### config.mk
export PLATFORM = sky130hd
export DESIGN_NAME = aclink_out_gen
export DESIGN_NICKNAME = d
export VERILOG_FILES = /design/src/rtl/aclk_pkg.sv /design/src/rtl/aclk_rst_sync.sv /design/src/rtl/aclk_frame_timer.sv /design/src/rtl/aclk_cmd_hold.sv /design/src/rtl/aclk_frame_build.sv /design/src/rtl/aclk_serializer.sv /design/src/rtl/aclk_ready_latch.sv /design/src/rtl/aclink_out_gen.sv
export SDC_FILE = /design/constraint.sdc
export NUM_CORES = 1
export LEC_CHECK = 0
export BUFFER_PORTS_ARGS = -buffer_cell sky130_fd_sc_hd__buf_2
export CELL_PAD_IN_SITES_DETAIL_PLACEMENT = 1
export CELL_PAD_IN_SITES_GLOBAL_PLACEMENT = 1
export CORE_UTILIZATION = 40
export DETAILED_ROUTE_END_ITERATION = 10
export GPL_ROUTABILITY_DRIVEN = 0
export GPL_TIMING_DRIVEN = 0
export PLACE_DENSITY_LB_ADDON = 0.15
export SKIP_LAST_GASP = 1
export SLEW_MARGIN = 15
export SYNTH_ARGS = -nofsm -noshare
export SYNTH_HDL_FRONTEND = slang
export SYNTH_SLANG_ARGS = --single-unit
### constraint.sdc
create_clock -name clk -period 3.2 [get_ports clk]
set_input_delay 0.64 -clock clk [delete_from_list [all_inputs] [get_ports clk]]
set_output_delay 0.64 -clock clk [all_outputs]
set_load 0.05 [all_outputs]
### src/rtl/aclk_pkg.sv
package aclk_pkg;
  localparam int TAG_W      = 16;
  localparam int SLOT_W     = 20;
  localparam int NUM_SLOTS  = 12;
  localparam int FRAME_W    = TAG_W + NUM_SLOTS * SLOT_W;
  localparam int CNT_W      = $clog2(FRAME_W);
  localparam int IDX_W      = 7;
  localparam int DAT_W      = 16;
  localparam int PCM_W      = SLOT_W;
  localparam int ID_W       = 2;
  localparam int NUM_CODECS = 2;

  typedef struct packed {
    logic             write;
    logic [IDX_W-1:0] index;
    logic [DAT_W-1:0] wdata;
    logic             secondary;
  } reg_cmd_t;
endpackage

### src/rtl/aclk_rst_sync.sv
module aclk_rst_sync #(
  parameter int STAGES = 2
) (
  input  logic clk,
  input  logic arst_n,
  output logic rst_n_sync
);
  logic [STAGES-1:0] chain_q;

  always_ff @(posedge clk or negedge arst_n) begin
    if (!arst_n) chain_q <= '0;
    else         chain_q <= {chain_q[STAGES-2:0], 1'b1};
  end

  assign rst_n_sync = chain_q[STAGES-1];
endmodule

### src/rtl/aclk_frame_timer.sv
module aclk_frame_timer
  import aclk_pkg::*;
(
  input  logic clk,
  input  logic rst_n,
  output logic load,
  output logic first_bit,
  output logic sync
);
  logic [CNT_W-1:0] cnt_q, cnt_d;
  logic             sync_q, sync_d;

  // Bit counter: the last position triggers the parallel load of the next frame.
  always_comb begin
    load      = (cnt_q == CNT_W'(FRAME_W - 1));
    first_bit = (cnt_q == '0);
    cnt_d     = load ? '0 : cnt_q + CNT_W'(1);
    sync_d    = (cnt_d < CNT_W'(TAG_W));
  end

  always_ff @(posedge clk or negedge rst_n) begin
    if (!rst_n) begin
      cnt_q  <= CNT_W'(FRAME_W - 1);
      sync_q <= 1'b0;
    end else begin
      cnt_q  <= cnt_d;
      sync_q <= sync_d;
    end
  end

  assign sync = sync_q;
endmodule

### src/rtl/aclk_cmd_hold.sv
module aclk_cmd_hold
  import aclk_pkg::*;
(
  input  logic     clk,
  input  logic     rst_n,
  input  logic     req_valid,
  input  reg_cmd_t req_cmd,
  input  logic     load,
  output logic     req_ready,
  output logic     req_ack,
  output logic     req_reject,
  output logic     held_on,
  output reg_cmd_t held_cmd
);
  logic     pend_q, pend_d;
  logic     ack_q, ack_d;
  logic     rej_q, rej_d;
  logic     take, odd;
  reg_cmd_t cmd_q;

  always_comb begin
    odd    = req_cmd.index[0];
    take   = req_valid && !pend_q && !odd;
    rej_d  = req_valid && !pend_q && odd;
    ack_d  = load && pend_q;
    pend_d = pend_q;
    if (take)      pend_d = 1'b1;
    else if (load) pend_d = 1'b0;
  end

  always_ff @(posedge clk or negedge rst_n) begin
    if (!rst_n) begin
      pend_q <= 1'b0;
      ack_q  <= 1'b0;
      rej_q  <= 1'b0;
    end else begin
      pend_q <= pend_d;
      ack_q  <= ack_d;
      rej_q  <= rej_d;
    end
  end

  // Payload register with explicit enable; no reset needed on data.
  always_ff @(posedge clk) begin
    if (take) cmd_q <= req_cmd;
  end

  assign req_ready  = !pend_q;
  assign req_ack    = ack_q;
  assign req_reject = rej_q;
  assign held_on    = pend_q;
  assign held_cmd   = cmd_q;
endmodule

### src/rtl/aclk_frame_build.sv
module aclk_frame_build
  import aclk_pkg::*;
#(
  parameter logic [ID_W-1:0] SEC_ID = 2'b01
) (
  input  logic               cmd_on,
  input  reg_cmd_t           cmd,
  input  logic               pcm_on,
  input  logic               pcm_mono,
  input  logic [PCM_W-1:0]   pcm_l,
  input  logic [PCM_W-1:0]   pcm_r,
  output logic [FRAME_W-1:0] frame
);
  // Tag bit positions: frame flag at the top, slot n valid at TAG_W-1-n.
  localparam int FLAG_B = TAG_W - 1;
  localparam int V_S1   = TAG_W - 2;
  localparam int V_S2   = TAG_W - 3;
  localparam int V_S3   = TAG_W - 4;
  localparam int V_S4   = TAG_W - 5;

  logic [TAG_W-1:0]  tag;
  logic [SLOT_W-1:0] slot [NUM_SLOTS];

  always_comb begin
    tag = '0;
    for (int s = 0; s < NUM_SLOTS; s++) slot[s] = '0;
    if (cmd_on) begin
      slot[0] = {~cmd.write, cmd.index, {(SLOT_W-1-IDX_W){1'b0}}};
      if (cmd.write) slot[1] = {cmd.wdata, {(SLOT_W-DAT_W){1'b0}}};
      if (cmd.secondary) begin
        tag[ID_W-1:0] = SEC_ID;
      end else begin
        tag[V_S1] = 1'b1;
        tag[V_S2] = 1'b1;
      end
    end
    if (pcm_on) begin
      slot[2]   = pcm_l;
      slot[3]   = pcm_mono ? pcm_l : pcm_r;
      tag[V_S3] = 1'b1;
      tag[V_S4] = 1'b1;
    end
    tag[FLAG_B] = cmd_on || pcm_on;
  end

  assign frame[FRAME_W-1 -: TAG_W] = tag;
  for (genvar s = 0; s < NUM_SLOTS; s++) begin : g_place
    assign frame[FRAME_W-TAG_W-1-s*SLOT_W -: SLOT_W] = slot[s];
  end
endmodule

### src/rtl/aclk_serializer.sv
module aclk_serializer
  import aclk_pkg::*;
(
  input  logic               clk,
  input  logic               rst_n,
  input  logic               load,
  input  logic [FRAME_W-1:0] frame_in,
  output logic               sdata
);
  logic [FRAME_W-1:0] sh_q, sh_d;

  always_comb begin
    sh_d = load ? frame_in : {sh_q[FRAME_W-2:0], 1'b0};
  end

  always_ff @(posedge clk or negedge rst_n) begin
    if (!rst_n) sh_q <= '0;
    else        sh_q <= sh_d;
  end

  assign sdata = sh_q[FRAME_W-1];
endmodule

### src/rtl/aclk_ready_latch.sv
module aclk_ready_latch (
  input  logic clk,
  input  logic rst_n,
  input  logic first_bit,
  input  logic rearm,
  input  logic sdin,
  output logic ready
);
  logic armed_q, armed_d;
  logic rdy_q, rdy_d;

  always_comb begin
    armed_d = armed_q;
    rdy_d   = rdy_q;
    if (first_bit && armed_q) begin
      rdy_d   = sdin;
      armed_d = 1'b0;
    end
    if (rearm) armed_d = 1'b1;
  end

  always_ff @(posedge clk or negedge rst_n) begin
    if (!rst_n) begin
      armed_q <= 1'b1;
      rdy_q   <= 1'b0;
    end else begin
      armed_q <= armed_d;
      rdy_q   <= rdy_d;
    end
  end

  assign ready = rdy_q;
endmodule

### src/rtl/aclink_out_gen.sv
module aclink_out_gen
  import aclk_pkg::*;
#(
  parameter logic [ID_W-1:0] SEC_ID = 2'b01
) (
  input  logic             clk,
  input  logic             rst_n,
  input  logic             cmd_valid,
  input  logic             cmd_write,
  input  logic [IDX_W-1:0] cmd_index,
  input  logic [DAT_W-1:0] cmd_wdata,
  input  logic             cmd_secondary,
  output logic             cmd_ready,
  output logic             cmd_ack,
  output logic             cmd_reject,
  input  logic             pcm_valid,
  input  logic             pcm_mono,
  input  logic [PCM_W-1:0] pcm_left,
  input  logic [PCM_W-1:0] pcm_right,
  input  logic             pwr_change,
  input  logic             sdata_in_pri,
  input  logic             sdata_in_sec,
  output logic             sync,
  output logic             sdata_out,
  output logic             ready_pri,
  output logic             ready_sec
);
  logic               rst_q_n;
  logic               load, first_bit;
  logic               held_on;
  reg_cmd_t           req_cmd, held_cmd;
  logic [FRAME_W-1:0] frame;
  logic [NUM_CODECS-1:0] sdin_vec, rdy_vec;

  assign req_cmd = '{write: cmd_write, index: cmd_index, wdata: cmd_wdata,
                     secondary: cmd_secondary};

  aclk_rst_sync #(.STAGES(2)) u_rst (
    .clk(clk), .arst_n(rst_n), .rst_n_sync(rst_q_n)
  );

  aclk_frame_timer u_timer (
    .clk(clk), .rst_n(rst_q_n), .load(load), .first_bit(first_bit), .sync(sync)
  );

  aclk_cmd_hold u_hold (
    .clk(clk), .rst_n(rst_q_n), .req_valid(cmd_valid), .req_cmd(req_cmd),
    .load(load), .req_ready(cmd_ready), .req_ack(cmd_ack),
    .req_reject(cmd_reject), .held_on(held_on), .held_cmd(held_cmd)
  );

  aclk_frame_build #(.SEC_ID(SEC_ID)) u_build (
    .cmd_on(held_on), .cmd(held_cmd), .pcm_on(pcm_valid), .pcm_mono(pcm_mono),
    .pcm_l(pcm_left), .pcm_r(pcm_right), .frame(frame)
  );

  aclk_serializer u_ser (
    .clk(clk), .rst_n(rst_q_n), .load(load), .frame_in(frame), .sdata(sdata_out)
  );

  assign sdin_vec = {sdata_in_sec, sdata_in_pri};
  for (genvar c = 0; c < NUM_CODECS; c++) begin : g_rdy
    aclk_ready_latch u_lat (
      .clk(clk), .rst_n(rst_q_n), .first_bit(first_bit), .rearm(pwr_change),
      .sdin(sdin_vec[c]), .ready(rdy_vec[c])
    );
  end
  assign ready_pri = rdy_vec[0];
  assign ready_sec = rdy_vec[1];
endmodule

---- After elaboration in Yosys (flattened, before gate mapping) ----
Index checks and enable logic that the tools add are counted.
storage, ports and cells
  flip-flop bits (word level) ............. 299
  bits of input ports ..................... 73
cells by class
  add/sub/neg operators ................... 1
  order comparisons ....................... 1
  equal/unequal tests ..................... 1
  muxes and demuxes ....................... 17
  bitwise logic cells ..................... 1
  reduce and logical (&&, ||, !) cells .... 13
operators with widths
  cell                                                        number
  two-way mux 256 bit                                         1
  two-way mux 40 bit                                          2
  two-way mux 20 bit                                          2
  adder 8 x 1 -> 8 bit, second input constant                 1
  equality test 8 bit, second input constant                  1
  logical NOT 8 bit                                           1
  less-than comparator 8 x 5 -> 1 bit, second input constant  1
  two-way mux 2 bit                                           4
  two-way mux 8 bit                                           1
  two-way mux 1 bit                                           7
  logical AND 1 bit                                           6
  nonzero test 2 bit                                          3
  logical NOT 1 bit                                           2
  logical OR 1 bit                                            1
  NOT 1 bit                                                   1

---- Logic depth before layout (Yosys ltp) ----
  depth in word-level cells ............... 4
  gate-level depth with buffers ........... 7
  mapped depth without buffers ............ 5

---- By module ----
Synthesis repeated with hierarchy kept, for this count alone.
unflattened totals
  cells, all modules ...................... 917
  area, all modules ....................... 13228.9 um^2
modules (own cells, without submodules)
  module            times used  cells an instance  area each (um^2)  seq. area each (um^2)
  aclk_serializer   1           540                9589.2            6406.1
  aclk_frame_build  1           286                2097.0            0.0
  aclk_cmd_hold     1           33                 863.3             825.8
  aclk_frame_timer  1           43                 462.9             235.2
  aclk_ready_latch  2           6                  81.3              51.3
  aclk_rst_sync     1           3                  53.8              50.0

---- Least setup slack after synthesis ----
Ideal clock, no wire load.
  kind .................................... in2reg
  from .................................... input cmd_index[0]
  to ...................................... register u_hold.cmd_q (netlist bit u_hold.held_cmd[0]), enable pin
  library setup time ...................... 0.446 ns
  arrival ................................. 2.573 ns
  setup slack ............................. 0.180 ns
  cell stages on the path ................. 1
  path buffers ............................ 0
  cell sequence ........................... nor3b_1
between the ends
  cells in the longest elaborated chain, start to end .. 2
RTL lines
  item                    line                  source
  start: declaration      aclink_out_gen.sv:10  input logic [IDX_W-1:0] cmd_index,
  logical NOT 1 bit       aclk_cmd_hold.sv:23   take = req_valid && !pend_q && !odd;
  logical AND 1 bit       aclk_cmd_hold.sv:23
  end signal: assignment  aclk_cmd_hold.sv:45   if (take) cmd_q <= req_cmd;
  end: declaration        aclk_cmd_hold.sv:19   reg_cmd_t cmd_q;
No other way between the ends.
A chain may end at the register's enable or synchronous reset.

---- Worst setup path after layout ----
  from .................................... register u_timer.cnt_q[0]
  to ...................................... register u_ser.sh_q[215]
between the ends
  cells in the longest elaborated chain, start to end .. 2
RTL lines
  item                      line                    source
  start: declaration        aclk_frame_timer.sv:10  logic [CNT_W-1:0] cnt_q, cnt_d;
  start signal: assignment  aclk_frame_timer.sv:23  cnt_q <= CNT_W'(FRAME_W - 1);
  start signal: assignment  aclk_frame_timer.sv:26  cnt_q <= cnt_d;
  equality test 8 bit       aclk_frame_timer.sv:15  load = (cnt_q == CNT_W'(FRAME_W - 1));
  two-way mux 256 bit       aclk_serializer.sv:13   sh_d = load ? frame_in : {sh_q[FRAME_W-2:0], 1'b0};
  net u_ser.sh_d[215]       aclk_serializer.sv:10   logic [FRAME_W-1:0] sh_q, sh_d;
  end signal: assignment    aclk_serializer.sv:17   if (!rst_n) sh_q <= '0;
  end signal: assignment    aclk_serializer.sv:18   else sh_q <= sh_d;
  end: declaration          aclk_serializer.sv:10
The timed path passes the listed nets, and every way through them passes these cells.

==> reports/qor.yml <==
outcome:
  status: "finished clean"
global_routing:
  grt_max_degree: 58
  grt_pass1_wl_mm: 19.4
  antenna_found_initial: 0
  gr-total-overflow: 0
  grt_pass1_vias: 3920
  globalRouteTotalUtil_pct: 18.1
finish:
  most-common-layout-cells: "138 x nand2_1, 103 x dfrtp_1, 82 x buf_2, 67 x nand3_1, 28 x and2_1"
  diodes: 0
  layout-drive-gt1-share_pct: 26.1
  final_common_cell: "nand2_1"
  nNetsFinal: 650
  finalInstanceArea_um2: 6620
  area_growth_pct: 23.8
sta:
  post-route-period-util_pct: 63.5
  rsz0062_at_grt: "no"
  min_period_ns: 2.03
  hold_viol: 0
  drv_slew: 0
  worst_slack_ns: 1.17
  max_freq_mhz: 492
  finClkSkew_ns: 0.00644
  hold_ws_ns: 0.123
  worstMarginPinSlew_ns: 0.606
  fin_tns_setup_ns: 0
  max-slew-margin-rel_pct: 59.6
  finalSetupViolCount: 0
synth:
  syn_nets: 548
  synth-seq-cells: 139
  yosysSeqAreaShare_pct: 67.6
  yosysTopAreaCell: "dfrtp_1"
  synthFlopType: "dfrtp_1"
  syn-instance-count: 473
  yosysUniqueCellTypes: 39
  synth_edf_count: 25
  synthTopCellsByArea: "dfrtp_1 49%, edfxtp_1 14%, nand2_1 9.7%"
  syn_avg_cell_area_um2: 11.3
  yosys_warnings: 0
  synth_top_area_share_pct: 48.7
  netlist_area_um2: 5350
  postSynth.asyncResetShare_pct: 82.0
setup_path:
  path_class: "reg -> reg"
  worstPathRequired_ns: 3.55
  cp-end-kind: "flip-flop"
  crit_fanout: 10
  crit_arrival_ns: 2.38
  start_kind: "flip-flop"
cts:
  numCtsBuffers: 17
  cts.sinks: 139
  cts_htree_levels: 4
  clkTransAtPathRegs_ns: 0.05
  cts_buffer_depth: 2
  cts_tree: "built"
  cts_root_buf: "clkbuf_16"
  post-cts-setup-buffers: 0
  clkLatencyLatePin_ns: 0.42
route:
  ant_nets: 0
  drtPass1Iterations: 4
  wl_per_cell_um: 14.9
  wirelength_mm: 11.3
  drtIter0Drc: 164
  drc: 0
  via_per_inst: 4.79
  num_vias: 3635
die:
  dieHeight_um: 118
  rows: 41
  start_util_pct: 41.7
  coreArea_um2: 12800
  die_area_um2: 13800
  ioPinCount: 80
  fp.dieW_um: 118
job:
  cap_violations: 0
power_and_ir_drop:
  max-vdd-ir-drop_uv: 328
  leakagePower_uw: 0.00332
  powerDensity_nw_per_um2: 594
  power_uw: 3940
place:
  dp_hpwl_mm: 7.82
  portBuffers: 78
  placed_area_um2: 6040
  dp_slack_ns: 1.14
hold_path:
  min_path_type: "reg -> async"
[state kept, by name (all words and copies together) (netlist names), 2 cells and up]
signal,cells
g_rdy.u_lat.armed_q,2
g_rdy.u_lat.ready,2
u_hold.held_cmd,25
u_rst.chain_q,2
u_ser.sh_q,96
u_timer.cnt_q,8
[worst max-delay path: stages, from the launching register on]
cell and delay [ns]:
dfstp_2 0.57, ha_1 0.30, nand3_1 0.14, nor2_2 0.24
buf_2 0.30, buf_4 0.23, nand3_1 0.09, nand2_1 0.09
[repair_timing]
item	4_1_cts	5_1_grt
endpoints found under the hold margin	2	0
setup endpoints to repair	0	0
resized for setup	0	0
hold buffers	1	0
[Yosys cell counts (2+ instances only)]
cell,number
xnor2_1,2
xor2_1,2
nand2_1,138
nand4_1,2
a21oi_1,4
buf_2,4
a21o_1,5
inv_1,7
mux2_2,21
edfxtp_1,25
dfstp_2,10
buf_6,2
and3_1,2
clkbuf_1,19
ha_1,2
o21ai_0,3
nor2_1,6
and2_1,28
buf_4,2
nand3_1,67
dfrtp_1,104
[layout make-up]
type / count / area, um^2
fill: 1427 / 6200
multi-input combinational: 299 / 1580
clock buffer: 22 / 454
buffer: 28 / 133
clock inverter: 9 / 121
sequential: 139 / 3620
inverter: 7 / 26.3
timing repair buffer: 83 / 474
tap: 172 / 215
[report_power, final]
group	internal, uW	switching (uW)	total (uW)
clock	1230	689	1920
sequential	1820	8.49	1830
combinational	70.6	111	182
total	3130	809	3940
[stage by stage]
step	utilization, %	std cells
final	51.6	759
after global routing	51.6	759
after CTS	51.6	759
after detailed placement	47.1	727
after global placement	46.4	723
after floorplan	-	473
[cells by family after synthesis]
kind of cell	share of synthesized area [%]
flops	67.6
buf+inv	2.97
mux	4.61
compound gates	2.25
simple gates	21.4
other cells	0.0701
fa+ha+maj	0.468
xor+xnor	0.655
[worst paths after layout]
| path | from | endpoint | slack, ns | cells after the start |
|---|---|---|---|---|
| worst max-delay path | u_timer.cnt_q[0] | u_ser.sh_q[215] | 1.17 | 7 |
| worst min-delay path | u_rst.chain_q[1] | u_ser.sh_q[174] | 0.12 | 0 |
| worst max register to register | u_timer.cnt_q[0] | u_ser.sh_q[215] | 1.17 | 7 |
| worst min register to register | u_rst.chain_q[1] | u_ser.sh_q[174] | 0.12 | 0 |
| max in group asynchronous | u_rst.chain_q[1] | u_timer.cnt_q[4] | 2.23 | 2 |
| min in group clk | u_rst.chain_q[0] | u_rst.chain_q[1] | 0.35 | 0 |
[routing by layer]
layer  up-vias  wire length, um  GRT usage, %
met2        51             5620          29.2
met1      1815             5230          23.2
met4         0              156          7.69
met5         -                0             0
met3        12              335          4.60
li1       1757                -             -
Power figures use the tool's default switching activity.
